<file path="config.mk">
export PLATFORM = sky130hd
export DESIGN_NAME = wdt_keyed
export DESIGN_NICKNAME = d
export VERILOG_FILES = /design/src/rtl/wdt_keyed_pkg.sv /design/src/rtl/wdt_regs.sv /design/src/rtl/wdt_counter.sv /design/src/rtl/wdt_rstout.sv /design/src/rtl/wdt_keyed.sv
export SDC_FILE = /design/constraint.sdc
export NUM_CORES = 1
export LEC_CHECK = 0
export CORE_AREA = 2 2 65 91
export DETAILED_ROUTE_END_ITERATION = 6
export DIE_AREA = 0 0 67 93
export DONT_BUFFER_PORTS = 1
export GPL_TIMING_DRIVEN = 1
export HOLD_SLACK_MARGIN = 0.03
export PLACE_DENSITY = 0.72
export RECOVER_POWER = 100
export SLEW_MARGIN = 40
export SYNTH_ARGS = -nofsm -noshare
export SYNTH_HDL_FRONTEND = slang
export SYNTH_HIERARCHICAL = 1
export SYNTH_SLANG_ARGS = --single-unit
</file>
<file path="constraint.sdc">
create_clock -name clk -period 2.7 [get_ports clk]
set_clock_uncertainty 0.1 [all_clocks]
set_input_delay 0.54 -clock clk [delete_from_list [all_inputs] [get_ports clk]]
set_output_delay 0.54 -clock clk [all_outputs]
set_load 0.03 [all_outputs]
</file>
<file path="src/rtl/wdt_keyed_pkg.sv">
package wdt_keyed_pkg;

    localparam int DW = 16;
    localparam int AW = 4;
    localparam int TW = 8;

    localparam logic [AW-1:0] A_CTL = 4'h0;
    localparam logic [AW-1:0] A_SVC = 4'h2;
    localparam logic [AW-1:0] A_STS = 4'h4;
    localparam logic [AW-1:0] A_ICR = 4'h6;
    localparam logic [AW-1:0] A_MSC = 4'h8;

    localparam logic [DW-1:0] KEY_FIRST  = 16'h5555;
    localparam logic [DW-1:0] KEY_SECOND = 16'hAAAA;

    typedef struct packed {
        logic [TW-1:0] tmo;
        logic          wdw;
        logic          ext_n;
        logic          sel;
        logic          en;
        logic          lps;
    } ctl_t;

    typedef struct packed {
        logic          wie;
        logic [TW-1:0] wict;
    } icr_t;

    localparam ctl_t CTL_RESET = '{tmo: '0, wdw: 1'b0, ext_n: 1'b1,
                                   sel: 1'b0, en: 1'b0, lps: 1'b0};

    function automatic logic [DW-1:0] pack_ctl(input ctl_t c);
        return {c.tmo, c.wdw, 1'b0, c.ext_n, 1'b1, c.sel, c.en, 1'b0, c.lps};
    endfunction

    function automatic logic [DW-1:0] pack_icr(input icr_t i, input logic st);
        return {i.wie, st, {(DW-2-TW){1'b0}}, i.wict};
    endfunction

endpackage

</file>
<file path="src/rtl/wdt_regs.sv">
module wdt_regs
    import wdt_keyed_pkg::*;
(
    input  logic          clk,
    input  logic          rst,
    input  logic          wr,
    input  logic [AW-1:0] addr,
    input  logic [DW-1:0] wdata,
    input  logic          pre_hit,
    input  logic [1:0]    sts,
    output ctl_t          ctl,
    output icr_t          icr,
    output logic          wtis,
    output logic          load,
    output logic [TW-1:0] load_val,
    output logic          swr_req,
    output logic [DW-1:0] rdata
);

    ctl_t          ctl_q;
    icr_t          icr_q;
    logic          lock_q;
    logic          armed_q;
    logic          wtis_q;
    logic [DW-1:0] misc_q;

    logic ctl_wr, svc_wr, icr_wr, msc_wr;

    always_comb begin
        ctl_wr = wr && (addr == A_CTL);
        svc_wr = wr && (addr == A_SVC);
        icr_wr = wr && (addr == A_ICR);
        msc_wr = wr && (addr == A_MSC);
    end

    always_ff @(posedge clk) begin
        if (rst) begin
            ctl_q   <= CTL_RESET;
            lock_q  <= 1'b0;
            armed_q <= 1'b0;
            icr_q   <= '0;
            wtis_q  <= 1'b0;
            misc_q  <= '0;
        end else begin
            if (ctl_wr) begin
                ctl_q.tmo   <= wdata[15:8];
                ctl_q.ext_n <= wdata[5];
                ctl_q.sel   <= wdata[3];
                if (wdata[2]) ctl_q.en <= 1'b1;
                if (!lock_q) begin
                    ctl_q.wdw <= wdata[7];
                    ctl_q.lps <= wdata[0];
                    lock_q    <= 1'b1;
                end
            end
            if (svc_wr) armed_q <= (wdata == KEY_FIRST);
            if (icr_wr) begin
                icr_q.wie  <= wdata[15];
                icr_q.wict <= wdata[TW-1:0];
            end
            if (pre_hit)                   wtis_q <= 1'b1;
            else if (icr_wr && wdata[14])  wtis_q <= 1'b0;
            if (msc_wr) misc_q <= wdata;
        end
    end

    always_comb begin
        load = (ctl_wr && wdata[2] && !ctl_q.en) ||
               (svc_wr && (wdata == KEY_SECOND) && armed_q && ctl_q.en);
        load_val = ctl_wr ? wdata[15:8] : ctl_q.tmo;
        swr_req  = ctl_wr && !wdata[4];
        unique case (addr)
            A_CTL:   rdata = pack_ctl(ctl_q);
            A_STS:   rdata = {{(DW-2){1'b0}}, sts};
            A_ICR:   rdata = pack_icr(icr_q, wtis_q);
            A_MSC:   rdata = misc_q;
            default: rdata = '0;
        endcase
    end

    assign ctl  = ctl_q;
    assign icr  = icr_q;
    assign wtis = wtis_q;


    en_sticky_chk: assert property (@(posedge clk) disable iff (rst)
        ctl_q.en |=> ctl_q.en);


    once_lock_chk: assert property (@(posedge clk) disable iff (rst)
        lock_q |=> $stable({ctl_q.lps, ctl_q.wdw}));


    pre_status_chk: assert property (@(posedge clk) disable iff (rst)
        pre_hit |=> wtis_q);

endmodule

</file>
<file path="src/rtl/wdt_counter.sv">
module wdt_counter #(
    parameter int TW = 8
) (
    input  logic          clk,
    input  logic          rst,
    input  logic          tick,
    input  logic          run,
    input  logic          load,
    input  logic [TW-1:0] load_val,
    input  logic          arm,
    input  logic [TW-1:0] wict,
    output logic          pre_hit,
    output logic          expire
);

    logic [TW-1:0] cnt_q;
    logic          step;

    always_comb begin
        step    = tick && run && !load;
        expire  = step && (cnt_q == '0);
        pre_hit = step && arm && (cnt_q != '0) && (cnt_q == wict);
    end

    always_ff @(posedge clk) begin
        if (rst)            cnt_q <= '0;
        else if (load)      cnt_q <= load_val;
        else if (step)      cnt_q <= (cnt_q == '0) ? load_val : cnt_q - 1'b1;
    end


    hold_idle_chk: assert property (@(posedge clk) disable iff (rst)
        (tick && !run && !load) |=> $stable(cnt_q));


    reload_val_chk: assert property (@(posedge clk) disable iff (rst)
        load |=> (cnt_q == $past(load_val)));

endmodule

</file>
<file path="src/rtl/wdt_rstout.sv">
module wdt_rstout (
    input  logic       clk,
    input  logic       rst,
    input  logic       por,
    input  logic       tick,
    input  logic       expire,
    input  logic       sel,
    input  logic       swr_req,
    input  logic       ext_ctl_n,
    output logic       int_rst,
    output logic       ext_rst_n,
    output logic [1:0] sts
);

    logic       int_q;
    logic       ext_q;
    logic [1:0] sts_q;

    always_ff @(posedge clk) begin
        if (rst || por) begin
            int_q <= 1'b0;
            ext_q <= 1'b0;
        end else begin
            if (swr_req || (expire && !sel)) int_q <= 1'b1;
            else if (tick)                   int_q <= 1'b0;
            if (expire && sel)               ext_q <= 1'b1;
        end
        if (por)           sts_q <= 2'b00;
        else if (expire)   sts_q <= 2'b10;
        else if (swr_req)  sts_q <= 2'b01;
    end

    assign int_rst   = int_q;
    assign ext_rst_n = ext_ctl_n && !ext_q;
    assign sts       = sts_q;


    int_expiry_chk: assert property (@(posedge clk) disable iff (rst || por)
        (expire && !sel) |=> int_rst);


    ext_expiry_chk: assert property (@(posedge clk) disable iff (rst || por)
        (expire && sel) |=> !ext_rst_n);


    swr_pulse_chk: assert property (@(posedge clk) disable iff (rst || por)
        swr_req |=> int_rst);


    cause_keep_chk: assert property (@(posedge clk) disable iff (por)
        (!expire && !swr_req) |=> $stable(sts_q));

endmodule

</file>
<file path="src/rtl/wdt_keyed.sv">
module wdt_keyed
    import wdt_keyed_pkg::*;
(
    input  logic          clk,
    input  logic          rst,
    input  logic          por,
    input  logic          tick,
    input  logic          lp_req,
    input  logic          wait_req,
    input  logic          bus_wr,
    input  logic [AW-1:0] bus_addr,
    input  logic [DW-1:0] bus_wdata,
    output logic [DW-1:0] bus_rdata,
    output logic          irq,
    output logic          int_rst,
    output logic          ext_rst_n
);

    ctl_t          ctl;
    icr_t          icr;
    logic          wtis, load, swr_req, pre_hit, expire, run;
    logic [TW-1:0] load_val;
    logic [1:0]    sts;

    wdt_regs u_regs (
        .clk(clk), .rst(rst), .wr(bus_wr), .addr(bus_addr), .wdata(bus_wdata),
        .pre_hit(pre_hit), .sts(sts), .ctl(ctl), .icr(icr), .wtis(wtis),
        .load(load), .load_val(load_val), .swr_req(swr_req), .rdata(bus_rdata)
    );

    always_comb run = ctl.en && !((ctl.lps && lp_req) || (ctl.wdw && wait_req));

    wdt_counter #(.TW(TW)) u_cnt (
        .clk(clk), .rst(rst), .tick(tick), .run(run), .load(load),
        .load_val(load_val), .arm(icr.wie), .wict(icr.wict),
        .pre_hit(pre_hit), .expire(expire)
    );

    wdt_rstout u_rout (
        .clk(clk), .rst(rst), .por(por), .tick(tick), .expire(expire),
        .sel(ctl.sel), .swr_req(swr_req), .ext_ctl_n(ctl.ext_n),
        .int_rst(int_rst), .ext_rst_n(ext_rst_n), .sts(sts)
    );

    assign irq = icr.wie && wtis;

endmodule

</file>
# After elaboration in Yosys (flattened, before gate mapping)
# Cells that the tools add are included.
# W data, S select, Z words.
[totals] inputBits=27 out_inout_bits=19 word_cells=81 ff_bits=53
[classes] bitwise_logic=1 n_reduce_logical=44 mux=11 eq_ne=7 addsub=1
[ops] operator="$pmux W16 S4" count=1
[ops] operator="$mux W8" count=4
[ops] operator="$logic_and A1 B1 Y1" count=24
[ops] operator="$eq A16 B15 Y1 const B" count=1
[ops] operator="$eq A16 B16 Y1 const B" count=1
[ops] operator="$eq A4 B3 Y1 const B" count=2
[ops] operator="$eq A8 B8 Y1" count=1
[ops] operator="$logic_not A8 Y1" count=1
[ops] operator="$reduce_bool A2 Y1" count=4
[ops] operator="$reduce_bool A8 Y1" count=1
[ops] operator="$sub A8 B1 Y8 const B" count=1
[ops] operator="$logic_not A1 Y1" count=6
[ops] operator="$eq A4 B2 Y1 const B" count=1
[ops] operator="$eq A4 B4 Y1 const B" count=1
[ops] operator="$logic_not A4 Y1" count=1
[ops] operator="$logic_or A1 B1 Y1" count=4
[ops] operator="$mux W1" count=4
[ops] operator="$mux W2" count=2
[ops] operator="$reduce_and A2 Y1" count=2
[ops] operator="$reduce_or A2 Y1" count=1
[ops] operator="$not A1 Y1" count=1

# Logic depth before layout (Yosys ltp)
# Gate-level depths: netlist of the first run.
[logic_depth] ltp_word=12 mapped_depth=10 ltp_nobuf=7

# By module
# Netlist of the first run, hierarchy kept.
[by_module_without_submodules] module="wdt_regs" seq_area_each_um2=820.8 instances=1 cells_per_inst=253 area_per_inst_um2=2048.2
[by_module_without_submodules] module="wdt_counter" seq_area_each_um2=160.2 instances=1 cells_per_inst=86 area_per_inst_um2=685.7
[by_module_without_submodules] module="wdt_rstout" seq_area_each_um2=80.1 instances=1 cells_per_inst=16 area_per_inst_um2=145.1
[by_module_without_submodules] module="wdt_keyed" seq_area_each_um2=0.0 instances=1 cells_per_inst=3 area_per_inst_um2=25.0

# Worst setup path after synthesis of the first run
# No wires, ideal clock.
[synth_timing] path_kind="input port to flip-flop" startpoint="in bus_addr[0]" endpoint="reg u_regs.wtis_q (netlist: u_regs/wtis)" n_path_buf=3 t_required_ns=2.468 path_stages=10 setup_ns=0.132 path_slack_ns=0.055 t_arrival_ns=2.413 cell_sequence="clkbuf_2 nor4_4 buf_6 nand3_1 o32ai_1 buf_2 a41o_1 nor4_1 nor4_1 nor3_1"
[synth_via] elab_chain_len=12 word_cells_on_any_way=20 classes_between="eq/ne (2); mux (1); reduce/logical (17)"
[synth_rtl] item="start: declaration" line_no="wdt_keyed.sv:11" source="input logic [AW-1:0] bus_addr,"
[synth_rtl] item="$eq A4 B2 Y1" line_no="wdt_regs.sv:31" source="svc_wr = wr && (addr == A_SVC);"
[synth_rtl] item="$logic_and A1 B1 Y1" line_no="wdt_regs.sv:31"
[synth_rtl] item="$logic_and A1 B1 Y1 (3 in a row)" line_no="wdt_regs.sv:69" source="(svc_wr && (wdata == KEY_SECOND) && armed_q && ctl_q.en);"
[synth_rtl] item="$logic_or A1 B1 Y1 (*)" line_no="wdt_regs.sv:68" source="load = (ctl_wr && wdata[2] && !ctl_q.en) ||"
[synth_rtl] item="net load" line_no="wdt_keyed.sv:21" source="logic wtis, load, swr_req, pre_hit, expire, run;"
[synth_rtl] item="$logic_not A1 Y1 (*)" line_no="wdt_counter.sv:20" source="step = tick && run && !load;"
[synth_rtl] item="$logic_and A1 B1 Y1 (*)" line_no="wdt_counter.sv:20"
[synth_rtl] item="$logic_and A1 B1 Y1 (*) (3 in a row)" line_no="wdt_counter.sv:22" source="pre_hit = step && arm && (cnt_q != '0) && (cnt_q == wict);"
[synth_rtl] item="net pre_hit" line_no="wdt_keyed.sv:21"
[synth_rtl] item="$mux W1 / $reduce_bool A2 Y1 (equally long branches)"
[synth_rtl] item="end signal: assignment" line_no="wdt_regs.sv:42" source="wtis_q <= 1'b0;"
[synth_rtl] item="end signal: assignment" line_no="wdt_regs.sv:61" source="if (pre_hit) wtis_q <= 1'b1;"
[synth_rtl] item="end signal: assignment" line_no="wdt_regs.sv:62" source="else if (icr_wr && wdata[14]) wtis_q <= 1'b0;"
[synth_rtl] item="end: declaration" line_no="wdt_regs.sv:24" source="logic wtis_q;"
# The timed path passes the listed nets; every way through them passes the cells marked *.
# A chain may end at the register's enable or synchronous reset.

# Final worst setup path of the first run
[layout_timing] startpoint="in bus_addr[1]" endpoint="out bus_rdata[5]"
[layout_via] elab_chain_len=2 word_cells_on_any_way=5 classes_between="eq/ne (3); mux (1); reduce/logical (1)"
[layout_rtl] item="$eq A4 B4 Y1, or another cell as far along" line_no="wdt_regs.sv:72" source="unique case (addr)"
[layout_rtl] item="$pmux W16 S4 (*)" line_no="wdt_regs.sv:72"
[layout_rtl] item="end: declaration" line_no="wdt_keyed.sv:13" source="output logic [DW-1:0] bus_rdata,"
# Every way passes the cells marked *; elsewhere a longest branch is shown, timed or not.

==> results of run 1 <==
[registers in the layout (all words and copies together), names as in the netlist]
register        cells
u_rout/ext_q        1
u_rout/sts          2
u_regs/wtis         1
u_regs/armed_q      1
u_regs/ctl         13
u_regs/misc_q      16
u_regs/icr          9
u_regs/lock_q       1
u_rout/int_rst      1
u_cnt/cnt_q         8
[power by group]
group | switching [mW] | internal, mW
combinational | 0.0496 | 0.0323
sequential | 0.00804 | 0.790
clock | 0.275 | 0.302
total | 0.333 | 1.12
[metal layers]
layer	routed length [um]	up-vias	global-route usage, %
li1	-	1323	-
met1	3230	1376	33.7
met2	4200	93	46.0
met3	534	18	5.05
met4	192	0	12.6
met5	0	-	0
[critical path: stages]
cell	delay, ns
nor4_4	0.36
clkbuf_1	0.33
a222oi_1	0.17
inv_1	0.07
clkbuf_1	0.30
[per-stage QoR]
stage / setup WS, ns / power, mW / hold WS [ns] / cell area (um^2)
after floorplan: 0.0553 / 0.904 / 0.343 / 2900
after global placement: 0.479 / 0.898 / 0.356 / 3010
after detailed placement: 0.444 / 0.899 / 0.359 / 3010
after CTS: 0.491 / 1.47 / 0.174 / 3130
after global routing: 0.206 / 1.50 / 0.171 / 3060
final: 0.293 / 1.46 / 0.180 / 3060
[cells in the mapped netlist (3+ instances only)]
| cell type | count |
|---|---|
| a21oi_1 | 43 |
| a222oi_1 | 6 |
| a22o_1 | 7 |
| a31oi_1 | 5 |
| and2_1 | 3 |
| buf_1 | 3 |
| buf_2 | 3 |
| buf_6 | 6 |
| clkbuf_1 | 14 |
| dfxtp_1 | 53 |
| inv_1 | 16 |
| nand2_1 | 18 |
| nand2b_1 | 3 |
| nand3_1 | 51 |
| nand4_1 | 7 |
| nor2_1 | 12 |
| nor2b_1 | 4 |
| nor3_1 | 5 |
| nor4_1 | 4 |
| nor4bb_1 | 6 |
| o21ai_0 | 36 |
| o21ai_1 | 3 |
| xnor2_1 | 8 |
[kinds of logic after synthesis]
kind of cell,count (synthesis),synth area share [%]
buffers and inverters,46,7.97
and+or+nand+nor,130,26.6
AOI/OAI and AO/OA,117,24.9
adders and majority gates,2,0.862
DFF,53,36.5
muxes,2,0.689
xor gates and xnor gates,8,2.41
[worst paths after layout]
| kind | slack (ns) | startpoint | endpoint |
|---|---|---|---|
| max | 0.29 | bus_addr[1] | bus_rdata[5] |
| min | 0.18 | rst | u_regs/misc_q[1] |
| max reg2reg | 0.34 | u_regs/armed_q | u_cnt/cnt_q[5] |
| min reg2reg | 0.38 | u_regs/misc_q[8] | u_regs/misc_q[8] |
[cell type report]
type,instances,area [um^2]
Sequential cell,53,1060
Timing Repair Buffer,20,123
Fill cell,566,2380
Clock inverter,2,37.5
Tap cell,68,85.1
Clock buffer,6,82.6
Multi-Input combinational cell,259,1610
Inverter,16,60.1
==> results.toml, run 1 <==
[outcome]
status = "complete, no violations"

[global_route]
antenna_found_initial = 0
grt_first_pass_wirelength_um = 13000
overflow = 0
grt_pass1_vias = 2613
grt_max_degree = 53
grtUsageTotal_pct = 27.6

[finish]
layout_commonest_cell = "dfxtp_1"
final_cells = 424
antenna_cells = 0
fin_util_pct = 56.2
nets = 384
areaGrowthSynthToFinish_pct = 5.43
layout_common_cells = "53 x dfxtp_1, 51 x nand3_1, 43 x a21oi_1"
drive_gt1_share_pct = 5.90

[placement]
gp_congestion = 0.850
placed_cells = 416
portBuffers = 0
dp_hpwl_um = 5590

[run]
maxCapViolCount = 0

[synth]
async_reset_ff_share_pct = 0
synth_cell_types = 54
yosysWarnings = 6
seq_area_frac_synth_pct = 36.5
synth_top_area_share_pct = 36.5
synth_edf_count = 0
ys_ff_latch = 53
syn_area_mm2 = 0.00290
avgSynthCellArea_um2 = 8.11
synth_ff_type = "dfxtp_1"
syn-num-nets = 387
syn-instance-count = 358
synthTopCellsByArea = "dfxtp_1 37%, nand3_1 8.8%, a21oi_1 7.4%"
synth_top_cell_by_area = "dfxtp_1"

[worst_setup_path]
worstPathArrival_ns = 1.77
reg2reg_depth = 8
crit_fanout = 12
startpoint_type = "input port"
path_class = "in -> out"
required_ns = 2.06
cp-end-kind = "output pin"

[sta]
finalSetupTns_ns = 0
fin_crit_ns = 2.41
rsz0062_at_grt = "false"
fin_crit_sh_pct = 89.2
maxSlewHeadroom_pct = 36.1
slew_viol_final = 0
worst_pin_slew_ns = 0.948
final_hold_viol_count = 0
setup_viol = 0
max_freq_mhz = 415

[cts]
cts.sinks = 53
clkLatencyLatePin_ns = 0.32
cts_buffers = 5
ctsResizeCount = 0
clockRootBuffer = "clkbuf_8"
clk_path_buf_depth = 2
post_cts_buffers = 0
clkTransAtPathRegs_ns = 0.10
cts_tree = "yes"
hold_buffers = 0
cts_max_level = 2

[power]
p_leak_nw = 1.03
power.density_mw_per_mm2 = 476
irDropWorstVdd_v = 0.000392

[drt]
wl_per_cell_um = 19.2
drtIter0Drc = 288
detail_route.first_pass.iterations = 5
vias = 2810
remaining_drc_errors = 0
wl_um = 8150
via_per_inst = 6.63
antenna_left = 0

[floorplanning]
die-area_mm2 = 0.00623
num_io_pins = 46
core-area_mm2 = 0.00545
placementRows = 32
die_h_um = 93
die_x_um = 67
start_util_pct = 53.3

[hold_path]
hold_path_class = "in -> reg"
min_path_cells = 1
Power figures use the tool's default switching activity.
==> run 2, diff against run 1 <==
- CORE_AREA: 2 2 65 91 -> 2 2 63 89
- DIE_AREA: 0 0 67 93 -> 0 0 65 91
- PLACE_DENSITY: 0.72 -> 0.71
- SYNTH_HIERARCHICAL: 1 -> unset
==> run 2 against run 1 <==
  * Maximum frequency decreased by 2.0%
  * Clock-buffer cell count unchanged
  * Critical path type unchanged
  * Hold slack better by 0.0037 ns
  * Highest routed layer unchanged
  * Register-to-register slack improved by 0.03 ns
  * Die area down 5.1%
  * Routed wire length down 12%
  * Critical path depth fell by 1
  * Largest power group unchanged
==> results.toml, run 2 <==
[drt]
detail_route.first_pass.iterations = 6
wl_um = 7210
vias = 2431
drtIter0Drc = 149
remaining_drc_errors = 0
antenna_left = 0
wl_per_cell_um = 18.4
via_per_inst = 6.20

[sta]
rsz0062_at_grt = "false"
setup_viol = 0
fin_crit_ns = 2.46
finalSetupTns_ns = 0
worst_pin_slew_ns = 0.818
setup_ws_ns = 0.244
fin_crit_sh_pct = 91.0
final_hold_viol_count = 0
slew_viol_final = 0
max_freq_mhz = 407
maxSlewHeadroom_pct = 45.5

[cts]
cts.sinks = 53
cts_buffers = 5
hold_buffers = 0
clk_path_buf_depth = 2
clkTransAtPathRegs_ns = 0.10
clkLatencyLatePin_ns = 0.31
cts_tree = "yes"
cts_max_level = 2
post_cts_buffers = 0
ctsResizeCount = 0
clockRootBuffer = "clkbuf_8"

[run]
maxCapViolCount = 0

[power]
power_mw = 1.33
p_leak_nw = 1.10
power.density_mw_per_mm2 = 475
irDropWorstVdd_v = 0.000378

[finish]
antenna_cells = 0
nets = 354
layout_common_cells = "55 x nand2_1, 53 x dfxtp_1, 38 x a21oi_1"
largest-register = "u_regs.misc_q"
layout_commonest_cell = "nand2_1"
areaGrowthSynthToFinish_pct = 3.32
drive_gt1_share_pct = 7.98
finalInstanceArea_mm2 = 0.00280
largest_register_ffs = 16

[floorplanning]
die_x_um = 65
placementRows = 31
die-area_mm2 = 0.00592
die_h_um = 91
num_io_pins = 46
core-area_mm2 = 0.00508
start_util_pct = 53.4

[worst_setup_path]
path_buf_inv = 2
crit_cells = 4
crit_fanout = 18
critPathLaunch = "bus_addr[3]"
worstPathArrival_ns = 1.82
critical_path.top_delay_family = "buffers and inverters"
required_ns = 2.06
crit_chain = "nor3_1, clkbuf_1, a222oi_1, inv_1"
cp-end-kind = "output pin"
cp-endpoint = "bus_rdata[2]"
r2r_start = "u_cnt.cnt_q[0]"
crit_slowest_cell = "clkbuf_1"
path_class = "in -> out"
reg2reg_to = "u_cnt.cnt_q[1]"
slowest_delay_ns = 0.64
startpoint_type = "input port"
ff2ff_setup_slack_ns = 0.37
reg2reg_depth = 7

[synth]
syn-instance-count = 332
seq_area_frac_synth_pct = 39.1
syn_area_mm2 = 0.00271
synthTopCellsByArea = "dfxtp_1 39%, nand2_1 7.6%, a21oi_1 7.0%"
synth_top_cell_by_area = "dfxtp_1"
syn-num-nets = 361
synth_commonest_cells = "55 x nand2_1, 53 x dfxtp_1, 38 x a21oi_1"
synth_top_area_share_pct = 39.1
yosysWarnings = 0
synth_ff_type = "dfxtp_1"
yosysMostFrequentCell = "nand2_1"
avgSynthCellArea_um2 = 8.17
async_reset_ff_share_pct = 0
synth_edf_count = 0
ys_ff_latch = 53
synth_cell_types = 57

[placement]
portBuffers = 0
dp_hpwl_um = 5270
gp_congestion = 0.836
dp_slack_ns = 0.483
place_area_mm2 = 0.00274

[outcome]
status = "complete, no violations"

[global_route]
antenna_found_initial = 0
grtUsageTotal_pct = 25.4
overflow = 0
grt_max_degree = 53
grt_first_pass_wirelength_um = 11700
grt_pass1_vias = 2342

[hold_path]
hold_path_class = "in -> reg"
-- run 2: cell types whose count changed in the layout (fill, tap and decap cells not counted), sizes merged, moves of 12 or more --
cell    delta
nand2     +38
nand3     -36
clkbuf    -13
mux2i     +12
nor2      +20
o21ai     -28
-- run 2: layout make-up --
cell class	count	area [um^2]
Multi-Input combinational cell	249	1490
Tap cell	66	82.6
Fill cell	504	2280
Clock buffer	6	82.6
Clock inverter	2	13.8
Sequential cell	53	1060
Timing Repair Buffer	4	26.3
Inverter	12	45.0
-- run 2: worst min-delay path by stage --
stage / cells past startpoint / end / from
2_1_floorplan: 2 / u_regs.misc_q[14] / u_regs.misc_q[14]
3_3_place_gp: 2 / u_regs.misc_q[7] / u_regs.misc_q[7]
3_5_place_dp: 2 / u_regs.misc_q[7] / u_regs.misc_q[7]
4_1_cts: 1 / u_rout.sts[1] / por
5_1_grt: 1 / u_rout.sts[1] / por
6_report: 1 / u_rout.sts[1] / por
-- run 2: logic make-up after synthesis --
group	Yosys count	synth area share, %
flops	53	39.1
buf+inv	30	4.85
xor+xnor	8	2.58
simple gates	146	27.5
compound gates	78	19.3
mux	15	5.72
fa+ha+maj	2	0.923
-- run 2: routing by layer --
| layer | vias to the layer above | part of all wire (%) | GRT usage (%) |
|---|---|---|---|
| li1 | 1169 | - | - |
| met4 | 0 | 4.3 | 11.2 |
| met2 | 92 | 50 | 44.7 |
| met3 | 23 | 4.8 | 4.09 |
| met1 | 1147 | 41 | 29.6 |
| met5 | - | 0 | 0 |
-- run 2: report_power, final --
part	switching, mW	leakage (nW)	internal [mW]
registers	0.00655	0.428	0.789
logic	0.0344	0.617	0.0224
clock network	0.269	0.0512	0.209
-- run 2: per-stage QoR --
step / util, % / std cells / hold WS, ns
after floorplan: - / 332 / 0.336
after global placement: 54.0 / 384 / 0.337
after detailed placement: 54.0 / 384 / 0.340
after CTS: 55.9 / 392 / 0.184
after global routing: 55.1 / 392 / 0.174
final: 55.1 / 392 / 0.184
==> run 3, diff against run 2 <==
- PLACE_DENSITY: 0.71 -> 0.68
- SETUP_SLACK_MARGIN: unset -> 0.3
- clock period: 2.7 -> 2.8 ns (I/O delays scaled with it)
==> run 3 against run 2 <==
  * The run now ends with DRC left
  * Utilization is 0.074 points lower
  * Global-route usage is 0.22 points higher
  * Clock-buffer cell count rose by 1
  * Register-to-register slack gained 0.14 ns
  * Non-clock buffer count is 1 higher
  * Flip-flop and latch count unchanged
  * Highest routed layer unchanged
==> results.toml, run 3 (same netlist as run 2, synthesis figures left out) <==
[outcome]
status = "finished, violations left"
violations = "DRC"

[cts]
cts_max_level = 2
clockRootBuffer = "clkbuf_8"
hold_buffers = 0
clk_path_buf_depth = 2
cts_buffers = 5
ctsResizeCount = 0
post_cts_buffers = 0
clkTransAtPathRegs_ns = 0.10
cts_tree = "yes"
clkLatencyLatePin_ns = 0.30
cts.sinks = 53

[finish]
areaGrowthSynthToFinish_pct = 3.18
multi_input_area_mm2 = 0.00150
drive_gt1_share_pct = 7.03
largest-register = "u_regs.misc_q"
fillCellCount = 512
final_cells = 393
nets = 355
antenna_cells = 0
layout_commonest_cell = "nand2_1"
layout_common_cells = "55 x nand2_1, 53 x dfxtp_1, 38 x a21oi_1"
regArea_mm2 = 0.00106
largest_register_ffs = 16

[drt]
detail_route.first_pass.iterations = 7
vias = 2350
remaining_drc_errors = 1
wl_per_cell_um = 18.5
drtIter0Drc = 194
via_per_inst = 5.98
wl_um = 7260
antenna_left = 0

[power]
irDropWorstVdd_v = 0.000271
pwr-share-comb_pct = 4.4
p_sw_share_pct = 23.0
seqPwrFrac_pct = 61.5
p_int_mw = 0.960
p_leak_nw = 1.08
power_frac_clock_pct = 34.1
power.density_mw_per_mm2 = 446
p_switching_mw = 0.287
power_mw = 1.25

[global_route]
grtUsageTotal_pct = 25.6
overflow = 0
grt_pass1_vias = 2282
grt_first_pass_wirelength_um = 11800
grt_max_degree = 53
antenna_found_initial = 0

[sta]
final_hold_viol_count = 0
worst_pin_slew_ns = 0.955
setup_viol = 0
rsz0062_at_grt = "false"
maxSlewHeadroom_pct = 36.3
timing.hold.ws_ns = 0.208
fin_crit_sh_pct = 87.5
finalSetupTns_ns = 0
fin_crit_ns = 2.45
max_freq_mhz = 408
slew_viol_final = 0

[placement]
dp_hpwl_um = 5450
portBuffers = 0
placed_cells = 385
gp_congestion = 0.868

[worst_setup_path]
crit_chain = "nor2_1, nand2_1, nor2_1, clkbuf_1, a222oi_1, inv_1"
crit_cells = 6
cp-end-kind = "output pin"
crit_slowest_cell = "clkbuf_1"
path_class = "in -> out"
ff2ff_setup_slack_ns = 0.51
reg2reg_to = "u_cnt.cnt_q[2]"
r2r_start = "u_cnt.cnt_q[0]"
cp_common_cell = "nor2_1"
slowest_delay_ns = 0.39
required_ns = 2.14
critical_path.top_delay_family = "buffers and inverters"
path_buf_inv = 2
reg2reg_depth = 7
startpoint_type = "input port"
crit_fanout = 9
worstPathArrival_ns = 1.79

[floorplanning]
num_io_pins = 46
placementRows = 31
die-area_mm2 = 0.00592
die_x_um = 65
die_h_um = 91
core-area_mm2 = 0.00508
start_util_pct = 53.4

[hold_path]
worstHoldEndpoint = "u_rout.sts[1]"
hold_path_class = "in -> reg"
min_path_cells = 1
hp-start = "por"

[run]
maxCapViolCount = 0
## run 3: cell count changes in the layout (fill, tap and decap cells not counted), sizes merged
cell | before | now
clkinv | 2 | 0
clkinvlp | 0 | 1
clkbuf | 7 | 9
## run 3: worst max path at each step
stage	from	endpoint	slack, ns
6_report	bus_addr[2]	bus_rdata[15]	0.35
5_1_grt	bus_addr[2]	bus_rdata[15]	0.24
4_1_cts	u_regs.icr[1]	bus_rdata[1]	0.59
3_5_place_dp	bus_wdata[12]	u_cnt.cnt_q[2]	0.54
3_3_place_gp	bus_wdata[12]	u_cnt.cnt_q[2]	0.59
2_1_floorplan	bus_addr[2]	bus_rdata[6]	0.34
## run 3: layer usage
metal	part of all wire [%]	global-route usage (%)
met1	41	31.1
met3	5.4	4.09
met4	3.2	9.22
met5	0	0
met2	51	44.7
## run 3: stage by stage
stage / utilization [%] / setup slack [ns] / area [um^2]
3_3_place_gp: 54.1 / 0.589 / 2750
6_report: 55.1 / 0.349 / 2800
4_1_cts: 55.8 / 0.592 / 2840
5_1_grt: 55.1 / 0.243 / 2800
3_5_place_dp: 54.1 / 0.538 / 2750
2_1_floorplan: - / 0.344 / 2710
## run 3: cell type report
type	count	share of cell area (%)
Clock inverter	1	0.268
Multi-Input combinational cell	249	53.4
Clock buffer	7	2.73
Tap cell	66	2.95
Inverter	12	1.61
Sequential cell	53	37.9
Timing Repair Buffer	5	1.07
## run 3: power by group through the flow
stage | combinational [mW] | clock, mW | sequential (mW)
2_1_floorplan | 0.0652 | 0 | 0.783
3_3_place_gp | 0.0571 | 0 | 0.785
3_5_place_dp | 0.0575 | 0 | 0.785
4_1_cts | 0.0577 | 0.431 | 0.768
5_1_grt | 0.0606 | 0.464 | 0.769
6_report | 0.0551 | 0.425 | 0.768
